[src/rtl/tsa_pkg.sv]
package tsa_pkg;

    typedef enum logic [1:0] {
        OP_LOOKUP  = 2'd0,
        OP_INSTALL = 2'd1,
        OP_INVAL   = 2'd2,
        OP_SETLIM  = 2'd3
    } tsa_op_e;

    typedef enum logic [1:0] {
        ST_IDLE = 2'd0,
        ST_EXEC = 2'd1,
        ST_RESP = 2'd2
    } tsa_state_e;

endpackage

[src/rtl/tsa_addr_split.sv]
module tsa_addr_split #(
    parameter int ADDR_W = 32,
    parameter int OFF_W  = 4,
    parameter int SET_W  = 2,
    localparam int TAG_W = ADDR_W - OFF_W - SET_W
) (
    input  logic [ADDR_W-OFF_W-1:0] line_addr,
    output logic [SET_W-1:0]        set_idx,
    output logic [TAG_W-1:0]        tag,
    input  logic [TAG_W-1:0]        rg_tag,
    input  logic [SET_W-1:0]        rg_set,
    output logic [ADDR_W-1:0]       rg_addr
);

    // set field sits directly above the line offset, tag above the set field
    assign set_idx = line_addr[SET_W-1:0];
    assign tag     = line_addr[ADDR_W-OFF_W-1:SET_W];

    // rebuild a line address with a zero offset
    assign rg_addr = {rg_tag, rg_set, {OFF_W{1'b0}}};

endmodule

[src/rtl/tsa_victim_sel.sv]
module tsa_victim_sel #(
    parameter int WAYS = 4,
    localparam int WAY_W = $clog2(WAYS),
    localparam int LIM_W = $clog2(WAYS + 1)
) (
    input  logic [WAYS-1:0][WAY_W-1:0] order,
    input  logic [WAYS-1:0]            valid,
    input  logic [LIM_W-1:0]           limit,
    output logic [WAY_W-1:0]           victim_way,
    output logic                       victim_valid
);

    logic             found;
    logic [WAY_W-1:0] pos;

    always_comb begin
        found = 1'b0;
        pos   = WAY_W'(limit - LIM_W'(1));
        for (int p = 0; p < WAYS; p++) begin
            if (!found && (LIM_W'(p) < limit) && !valid[order[p]]) begin
                found = 1'b1;
                pos   = WAY_W'(p);
            end
        end
        victim_way   = order[pos];
        victim_valid = valid[order[pos]];
    end

endmodule

[src/rtl/tsa_lru_update.sv]
module tsa_lru_update #(
    parameter int WAYS = 4,
    localparam int WAY_W = $clog2(WAYS)
) (
    input  logic [WAYS-1:0][WAY_W-1:0] order_in,
    input  logic [WAY_W-1:0]           way,
    output logic [WAYS-1:0][WAY_W-1:0] order_out
);

    logic passed;

    always_comb begin
        passed       = 1'b0;
        order_out[0] = way;
        for (int p = 1; p < WAYS; p++) begin
            if (order_in[p-1] == way) passed = 1'b1;
            order_out[p] = passed ? order_in[p] : order_in[p-1];
        end
    end

endmodule

[src/rtl/tsa_top.sv]
module tsa_top
    import tsa_pkg::*;
#(
    parameter int ADDR_W     = 32,
    parameter int LINE_BYTES = 16,
    parameter int SETS       = 4,
    parameter int WAYS       = 4,
    parameter int READY_W    = 8,
    parameter int REF_W      = 8,
    parameter int CNT_W      = 16,
    parameter int ACCESS_LAT = 2,
    parameter int LOOKUP_LAT = 1,
    parameter bit SEQ_MODE   = 1'b1,
    localparam int OFF_W = $clog2(LINE_BYTES),
    localparam int SET_W = $clog2(SETS),
    localparam int TAG_W = ADDR_W - OFF_W - SET_W,
    localparam int WAY_W = $clog2(WAYS),
    localparam int LIM_W = $clog2(WAYS + 1),
    localparam int LAT_W = READY_W + 1
) (
    input  logic              clk,
    input  logic              rst_n,
    input  logic              req_valid,
    output logic              req_ready,
    input  logic [1:0]        req_op,
    input  logic [ADDR_W-1:0] req_addr,
    input  logic [READY_W-1:0] req_wait,
    input  logic [LIM_W-1:0]  req_limit,
    output logic              resp_valid,
    output logic              resp_hit,
    output logic              resp_err,
    output logic              resp_evict,
    output logic [WAY_W-1:0]  resp_way,
    output logic [LAT_W-1:0]  resp_lat,
    output logic [ADDR_W-1:0] resp_evict_addr,
    output logic [REF_W-1:0]  resp_refs,
    output logic [LIM_W-1:0]  cur_limit,
    output logic [CNT_W-1:0]  cnt_tag_acc,
    output logic [CNT_W-1:0]  cnt_data_acc,
    output logic [CNT_W-1:0]  cnt_repl,
    output logic [CNT_W-1:0]  cnt_in_use
);

    // ---------------- controller ----------------
    tsa_state_e state_q, state_d;

    always_ff @(posedge clk) begin
        if (!rst_n) state_q <= ST_IDLE;
        else        state_q <= state_d;
    end

    always_comb begin
        state_d = state_q;
        unique case (state_q)
            ST_IDLE: if (req_valid) state_d = ST_EXEC;
            ST_EXEC: state_d = ST_RESP;
            ST_RESP: state_d = ST_IDLE;
            default: state_d = ST_IDLE;
        endcase
    end

    assign req_ready  = (state_q == ST_IDLE);
    assign resp_valid = (state_q == ST_RESP);

    logic accept, exec;
    assign accept = req_valid && req_ready;
    assign exec   = (state_q == ST_EXEC);

    // ---------------- captured request ----------------
    tsa_op_e                 op_q;
    logic [ADDR_W-OFF_W-1:0] line_q;
    logic [READY_W-1:0]      wait_q;
    logic [LIM_W-1:0]        lim_q;

    always_ff @(posedge clk) begin
        if (!rst_n) begin
            op_q   <= OP_LOOKUP;
            line_q <= '0;
            wait_q <= '0;
            lim_q  <= '0;
        end else if (accept) begin
            op_q   <= tsa_op_e'(req_op);
            line_q <= req_addr[ADDR_W-1:OFF_W];
            wait_q <= req_wait;
            lim_q  <= req_limit;
        end
    end

    // ---------------- storage ----------------
    logic [TAG_W-1:0]          tag_q      [SETS][WAYS];
    logic [READY_W-1:0]        wait_cnt_q [SETS][WAYS];
    logic [REF_W-1:0]          refs_q     [SETS][WAYS];
    logic [WAYS-1:0]           valid_q    [SETS];
    logic [WAYS-1:0]           touched_q  [SETS];
    logic [WAYS-1:0][WAY_W-1:0] order_q   [SETS];
    logic [LIM_W-1:0]          limit_q;

    // ---------------- address handling ----------------
    logic [SET_W-1:0]  set_i;
    logic [TAG_W-1:0]  tag_i;
    logic [ADDR_W-1:0] regen_addr;
    logic [WAY_W-1:0]  victim_way;
    logic              victim_valid;

    tsa_addr_split #(
        .ADDR_W (ADDR_W),
        .OFF_W  (OFF_W),
        .SET_W  (SET_W)
    ) u_split (
        .line_addr (line_q),
        .set_idx   (set_i),
        .tag       (tag_i),
        .rg_tag    (tag_q[set_i][victim_way]),
        .rg_set    (set_i),
        .rg_addr   (regen_addr)
    );

    // ---------------- parallel tag compare ----------------
    logic [WAYS-1:0]  hit_vec;
    logic             hit_any;
    logic [WAY_W-1:0] hit_way;

    always_comb begin
        for (int w = 0; w < WAYS; w++) begin
            hit_vec[w] = valid_q[set_i][w] && (tag_q[set_i][w] == tag_i);
        end
        hit_way = '0;
        for (int w = WAYS - 1; w >= 0; w--) begin
            if (hit_vec[w]) hit_way = WAY_W'(w);
        end
    end

    assign hit_any = |hit_vec;

    // ---------------- latency ----------------
    logic [READY_W-1:0] rem_wait;
    logic [LAT_W-1:0]   lat_hit;

    assign rem_wait = wait_cnt_q[set_i][hit_way];
    assign lat_hit  = (LAT_W'(rem_wait) > LAT_W'(ACCESS_LAT))
                    ? LAT_W'(rem_wait) + LAT_W'(ACCESS_LAT)
                    : LAT_W'(ACCESS_LAT);

    // ---------------- victim and recency ----------------
    logic [WAYS-1:0][WAY_W-1:0] order_next;
    logic [WAY_W-1:0]           mru_way;

    tsa_victim_sel #(.WAYS(WAYS)) u_victim (
        .order        (order_q[set_i]),
        .valid        (valid_q[set_i]),
        .limit        (limit_q),
        .victim_way   (victim_way),
        .victim_valid (victim_valid)
    );

    assign mru_way = (op_q == OP_INSTALL) ? victim_way : hit_way;

    tsa_lru_update #(.WAYS(WAYS)) u_lru (
        .order_in  (order_q[set_i]),
        .way       (mru_way),
        .order_out (order_next)
    );

    logic [REF_W-1:0] refs_hit, refs_hit_inc;
    assign refs_hit     = refs_q[set_i][hit_way];
    assign refs_hit_inc = (&refs_hit) ? refs_hit : refs_hit + REF_W'(1);

    logic victim_fresh;
    assign victim_fresh = !touched_q[set_i][victim_way];

    // ---------------- array updates ----------------
    always_ff @(posedge clk) begin
        if (!rst_n) begin
            for (int s = 0; s < SETS; s++) begin
                valid_q[s]   <= '0;
                touched_q[s] <= '0;
                for (int w = 0; w < WAYS; w++) begin
                    tag_q[s][w]      <= '0;
                    wait_cnt_q[s][w] <= '0;
                    refs_q[s][w]     <= '0;
                    order_q[s][w]    <= WAY_W'(w);
                end
            end
        end else begin
            for (int s = 0; s < SETS; s++) begin
                for (int w = 0; w < WAYS; w++) begin
                    if (wait_cnt_q[s][w] != '0)
                        wait_cnt_q[s][w] <= wait_cnt_q[s][w] - READY_W'(1);
                end
            end
            if (exec) begin
                unique case (op_q)
                    OP_LOOKUP: begin
                        if (hit_any) begin
                            order_q[set_i]         <= order_next;
                            refs_q[set_i][hit_way] <= refs_hit_inc;
                        end
                    end
                    OP_INSTALL: begin
                        tag_q[set_i][victim_way]      <= tag_i;
                        valid_q[set_i][victim_way]    <= 1'b1;
                        touched_q[set_i][victim_way]  <= 1'b1;
                        wait_cnt_q[set_i][victim_way] <= wait_q;
                        refs_q[set_i][victim_way]     <= '0;
                        order_q[set_i]                <= order_next;
                    end
                    OP_INVAL: begin
                        if (hit_any) begin
                            valid_q[set_i][hit_way]   <= 1'b0;
                            touched_q[set_i][hit_way] <= 1'b0;
                        end
                    end
                    OP_SETLIM: ;
                    default: ;
                endcase
            end
        end
    end

    // ---------------- response, limit and counters ----------------
    always_ff @(posedge clk) begin
        if (!rst_n) begin
            resp_hit        <= 1'b0;
            resp_err        <= 1'b0;
            resp_evict      <= 1'b0;
            resp_way        <= '0;
            resp_lat        <= LAT_W'(LOOKUP_LAT);
            resp_evict_addr <= '0;
            resp_refs       <= '0;
            limit_q         <= LIM_W'(WAYS);
            cnt_tag_acc     <= '0;
            cnt_data_acc    <= '0;
            cnt_repl        <= '0;
            cnt_in_use      <= '0;
        end else if (exec) begin
            resp_hit        <= 1'b0;
            resp_err        <= 1'b0;
            resp_evict      <= 1'b0;
            resp_way        <= '0;
            resp_lat        <= LAT_W'(LOOKUP_LAT);
            resp_evict_addr <= '0;
            resp_refs       <= '0;
            unique case (op_q)
                OP_LOOKUP: begin
                    resp_hit    <= hit_any;
                    resp_way    <= hit_way;
                    cnt_tag_acc <= cnt_tag_acc + CNT_W'(WAYS);
                    if (hit_any) begin
                        resp_lat  <= lat_hit;
                        resp_refs <= refs_hit_inc;
                    end
                    if (!SEQ_MODE)
                        cnt_data_acc <= cnt_data_acc + CNT_W'(WAYS);
                    else if (hit_any)
                        cnt_data_acc <= cnt_data_acc + CNT_W'(1);
                end
                OP_INSTALL: begin
                    resp_way     <= victim_way;
                    resp_evict   <= victim_valid;
                    cnt_tag_acc  <= cnt_tag_acc + CNT_W'(1);
                    cnt_data_acc <= cnt_data_acc + CNT_W'(1);
                    if (victim_valid) begin
                        resp_evict_addr <= regen_addr;
                        resp_refs       <= refs_q[set_i][victim_way];
                        cnt_repl        <= cnt_repl + CNT_W'(1);
                    end
                    if (victim_fresh)
                        cnt_in_use <= cnt_in_use + CNT_W'(1);
                end
                OP_INVAL: begin
                    resp_hit    <= hit_any;
                    resp_way    <= hit_way;
                    cnt_tag_acc <= cnt_tag_acc + CNT_W'(WAYS);
                    if (hit_any) begin
                        resp_lat   <= lat_hit;
                        cnt_in_use <= cnt_in_use - CNT_W'(1);
                    end
                end
                OP_SETLIM: begin
                    if (lim_q == '0 || lim_q > LIM_W'(WAYS))
                        resp_err <= 1'b1;
                    else
                        limit_q <= lim_q;
                end
                default: ;
            endcase
        end
    end

    assign cur_limit = limit_q;

endmodule

[config.mk]
export PLATFORM = sky130hd
export DESIGN_NAME = tsa_top
export DESIGN_NICKNAME = d
export VERILOG_FILES = /design/src/rtl/tsa_pkg.sv /design/src/rtl/tsa_addr_split.sv /design/src/rtl/tsa_victim_sel.sv /design/src/rtl/tsa_lru_update.sv /design/src/rtl/tsa_top.sv
export SDC_FILE = /design/constraint.sdc
export NUM_CORES = 2
export LEC_CHECK = 0
export BUFFER_PORTS_ARGS = -buffer_cell sky130_fd_sc_hd__buf_2
export CAP_MARGIN = 20
export CELL_PAD_IN_SITES_DETAIL_PLACEMENT = 0
export CELL_PAD_IN_SITES_GLOBAL_PLACEMENT = 1
export CORE_ASPECT_RATIO = 1.75
export CORE_MARGIN = 8
export CORE_UTILIZATION = 40
export CTS_CLUSTER_DIAMETER = 150
export DETAILED_ROUTE_END_ITERATION = 6
export GPL_TIMING_DRIVEN = 0
export PLACE_DENSITY = 0.69
export SYNTH_ARGS = -nofsm -noshare
export SYNTH_HDL_FRONTEND = slang
export SYNTH_SLANG_ARGS = --single-unit
export TNS_END_PERCENT = 100
[constraint.sdc]
create_clock -name clk -period 9.45 [get_ports clk]
set_input_delay 1.4175 -clock clk [delete_from_list [all_inputs] [get_ports clk]]
set_output_delay 1.4175 -clock clk [all_outputs]
set_load 0.03 [all_outputs]
==> flow_metrics.env <==
export IMPL_run_status="complete, no violations"
export IMPL_ys_ff_latch=882
export IMPL_initial_core_util=0.402
export IMPL_nets=4300
export IMPL_max_freq_mhz=119
export IMPL_grt_pass1_wl_um=262000
export IMPL_dr_pass1_iters=6
export IMPL_yosysTopAreaCellShare=0.473
export IMPL_leakagePower_nw=18.3
export IMPL_clkTransAtPathRegs_ps=70
export IMPL_cts_sinks=882
export IMPL_clock_latency_ps=710
export IMPL_syn_avg_cell_area_um2=11.7
export IMPL_via_per_inst=6.07
export IMPL_final_cell_area_um2=51900
export IMPL_p_int_mw=7.53
export IMPL_core_area_um2=114000
export IMPL_syn_inst=3907
export IMPL_worstPathRequired_ps=10050
export IMPL_ys_seq_area_frac=0.544
export IMPL_cts_setup_buffers=0
export IMPL_final_period_utilization=0.890
export IMPL_cts_resized_gates=0
export IMPL_p_sw_mw=3.41
export IMPL_die_h_um=463
export IMPL_cp_end_kind="flop"
export IMPL_rows=164
export IMPL_synthFlopType="edfxtp_1"
export IMPL_cts_made_buffers=84
export IMPL_dp_cells=5603
export IMPL_clockPowerShare=0.333
export IMPL_cap_violations=0
export IMPL_drive_above_1_share=0.160
export IMPL_areaGrowthSynthToFinish_pct=13.7
export IMPL_wirelength_um=187000
export IMPL_synth_largest_area_cell="edfxtp_1"
export IMPL_powerDensity_nw_per_um2=211
export IMPL_hold_path_class="flop to flop"
export IMPL_num_vias=35000
export IMPL_wire_per_inst_um=32.4
export IMPL_sequentialPowerShare=0.452
export IMPL_drt_first_iter_violations=3458
export IMPL_period_needed_ps=8410
export IMPL_final_core_util=0.457
export IMPL_postRouteAntennaNets=0
export IMPL_setup_worst_path_class="flop to flop"
export IMPL_io_buffers=161
export IMPL_p_sw_frac=0.312
export IMPL_synthDistinctLibCells=89
export IMPL_layout_common_cells="edfxtp_1 (720), nor2_1 (426), nand2_1 (409)"
export IMPL_yosys_top_cells_area="edfxtp_1 (47%), mux4_2 (9.6%), dfxtp_1 (7.1%)"
export IMPL_yosys_warnings=0
export IMPL_ir_drop_v=0.000147
export IMPL_final_common_cell="edfxtp_1"
export IMPL_die_w_um=271
export IMPL_cts_buffer_depth=3
export IMPL_dp_hpwl_um=143000
export IMPL_start_kind="flop"
export IMPL_grt_antenna_before_repair=4
export IMPL_io_pins=171
export IMPL_grt_max_degree=27
export IMPL_synth_edff_count=720
export IMPL_instances_no_fill=5770
export IMPL_grt_overflow_total=0
export IMPL_cts_root_buf="clkbuf_16"
export IMPL_crit_arrival_ps=9010
export IMPL_finalSetupViolCount=0
export IMPL_synthArstFlopShare=0
export IMPL_tightest_slew_ps=1230
export IMPL_ctsHoldBuffers=0
export IMPL_gp_congestion=1.01
export IMPL_pwr_share_comb=0.215
export IMPL_grt_total_usage=0.289
export IMPL_finalClockSkew_ps=28.6
export IMPL_dieArea_um2=126000
export IMPL_grt_pass1_vias=35500
export IMPL_timing_hold_violations_final=0
export IMPL_grt_setup_unrepaired="no"
export IMPL_syn_cell_area_um2=45700
export IMPL_cts_tree="yes"
export IMPL_cts_max_level=3
export IMPL_maxSlewHeadroom=0.176
export IMPL_placed_cell_area_um2=49000
export IMPL_crit_fanout=10
export IMPL_drc=0
export IMPL_maxSlewViolCount=0
## power by group through the flow
stage | combinational (mW) | sequential (mW) | clock (mW)
2_1_floorplan | 1.57 | 4.87 | 0
3_5_place_dp | 2.31 | 5.01 | 0
3_3_place_gp | 2.25 | 5.01 | 0
4_1_cts | 2.32 | 4.93 | 3.67
5_1_grt | 2.51 | 4.97 | 3.78
6_report | 2.36 | 4.94 | 3.64
## Yosys cell counts, drive strengths merged, types with 13 or more instances
library cell,instances
nor2,427
xnor2,160
o21ai,91
mux4,194
xor2,81
mux2,29
nand3,72
nor4,133
mux2i,104
nand4,39
a21oi,91
nor3,82
clkinv,13
and3,69
clkbuf,234
and2,178
ha,52
buf,87
edfxtp,720
inv,75
nand3b,15
o31ai,132
a22oi,43
nand2b,37
dfxtp,162
nand2,411
o22ai,15
## cells by family after synthesis
kind of cell / synth area share
muxes: 0.126
and+or+nand+nor: 0.163
xor gates and xnor gates: 0.0467
buffers and inverters: 0.0375
other: 0.0000821
DFF: 0.544
AOI/OAI and AO/OA: 0.0678
adders and majority gates: 0.0147
## registers in the layout (all words and copies together), names as in the netlist, 7 cells and up, named ones only
name             flops
tag_q              416
refs_q             128
wait_cnt_q         128
order_q             32
line_q              28
resp_evict_addr     28
cnt_data_acc        16
cnt_in_use          16
cnt_repl            16
cnt_tag_acc         16
resp_lat             9
touched_q            9
resp_refs            8
wait_q               8
valid_q              7
## through the flow
stage | power, mW | hold WS (ps) | setup TNS, ps | setup WS (ps)
2_1_floorplan | 6.43 | 449 | 0 | 2920
3_3_place_gp | 7.26 | 433 | -47160 | -1090
3_5_place_dp | 7.32 | 445 | 0 | 1450
4_1_cts | 10.9 | 456 | 0 | 1440
5_1_grt | 11.3 | 488 | 0 | 877
6_report | 10.9 | 451 | 0 | 1040
## critical path, stage by stage, from the launching register on
cell	delay (ps)
dfxtp_1	500
buf_2	580
buf_2	640
buf_2	540
mux4_2	440
xnor2_1	460
nand4_1	160
a211oi_1	540
nand4_1	740
clkbuf_1	430
o21ai_0	130
buf_1	890
mux2i_1	820
mux2_2	370
and4_1	200
o2111ai_1	300
and3_1	330
a32o_1	200
## layer usage
layer	track usage	vias to the layer above	part of all wire
li1	-	15000	-
met1	0.303	17500	0.33
met2	0.503	1830	0.50
met3	0.0576	631	0.073
met4	0.224	0	0.093
met5	0	-	0
## final cells by class
| class | instances | area (um2) |
|---|---|---|
| timing repair buffer | 203 | 1420 |
| clock buffer | 110 | 2330 |
| buffer | 321 | 1390 |
| sequential | 882 | 24900 |
| fill | 10500 | 61800 |
| tap | 1494 | 1870 |
| inverter | 88 | 330 |
| clock inverter | 48 | 529 |
| antenna | 5 | 12.5 |
| multi-input combinational | 2619 | 19200 |
## final timing paths
check,startpoint,endpoint,slack (ps),cells past startpoint
min,resp_lat[2]$_SDFFE_PN0P_,resp_lat[2]$_SDFFE_PN0P_,450,2
min reg2reg,resp_lat[2]$_SDFFE_PN0P_,resp_lat[2]$_SDFFE_PN0P_,450,2
max reg2reg,flop,resp_lat[6]$_SDFFE_PN0P_,1040,17
max,flop,resp_lat[6]$_SDFFE_PN0P_,1040,17
Note: power is estimated with default switching activity, not from simulation.
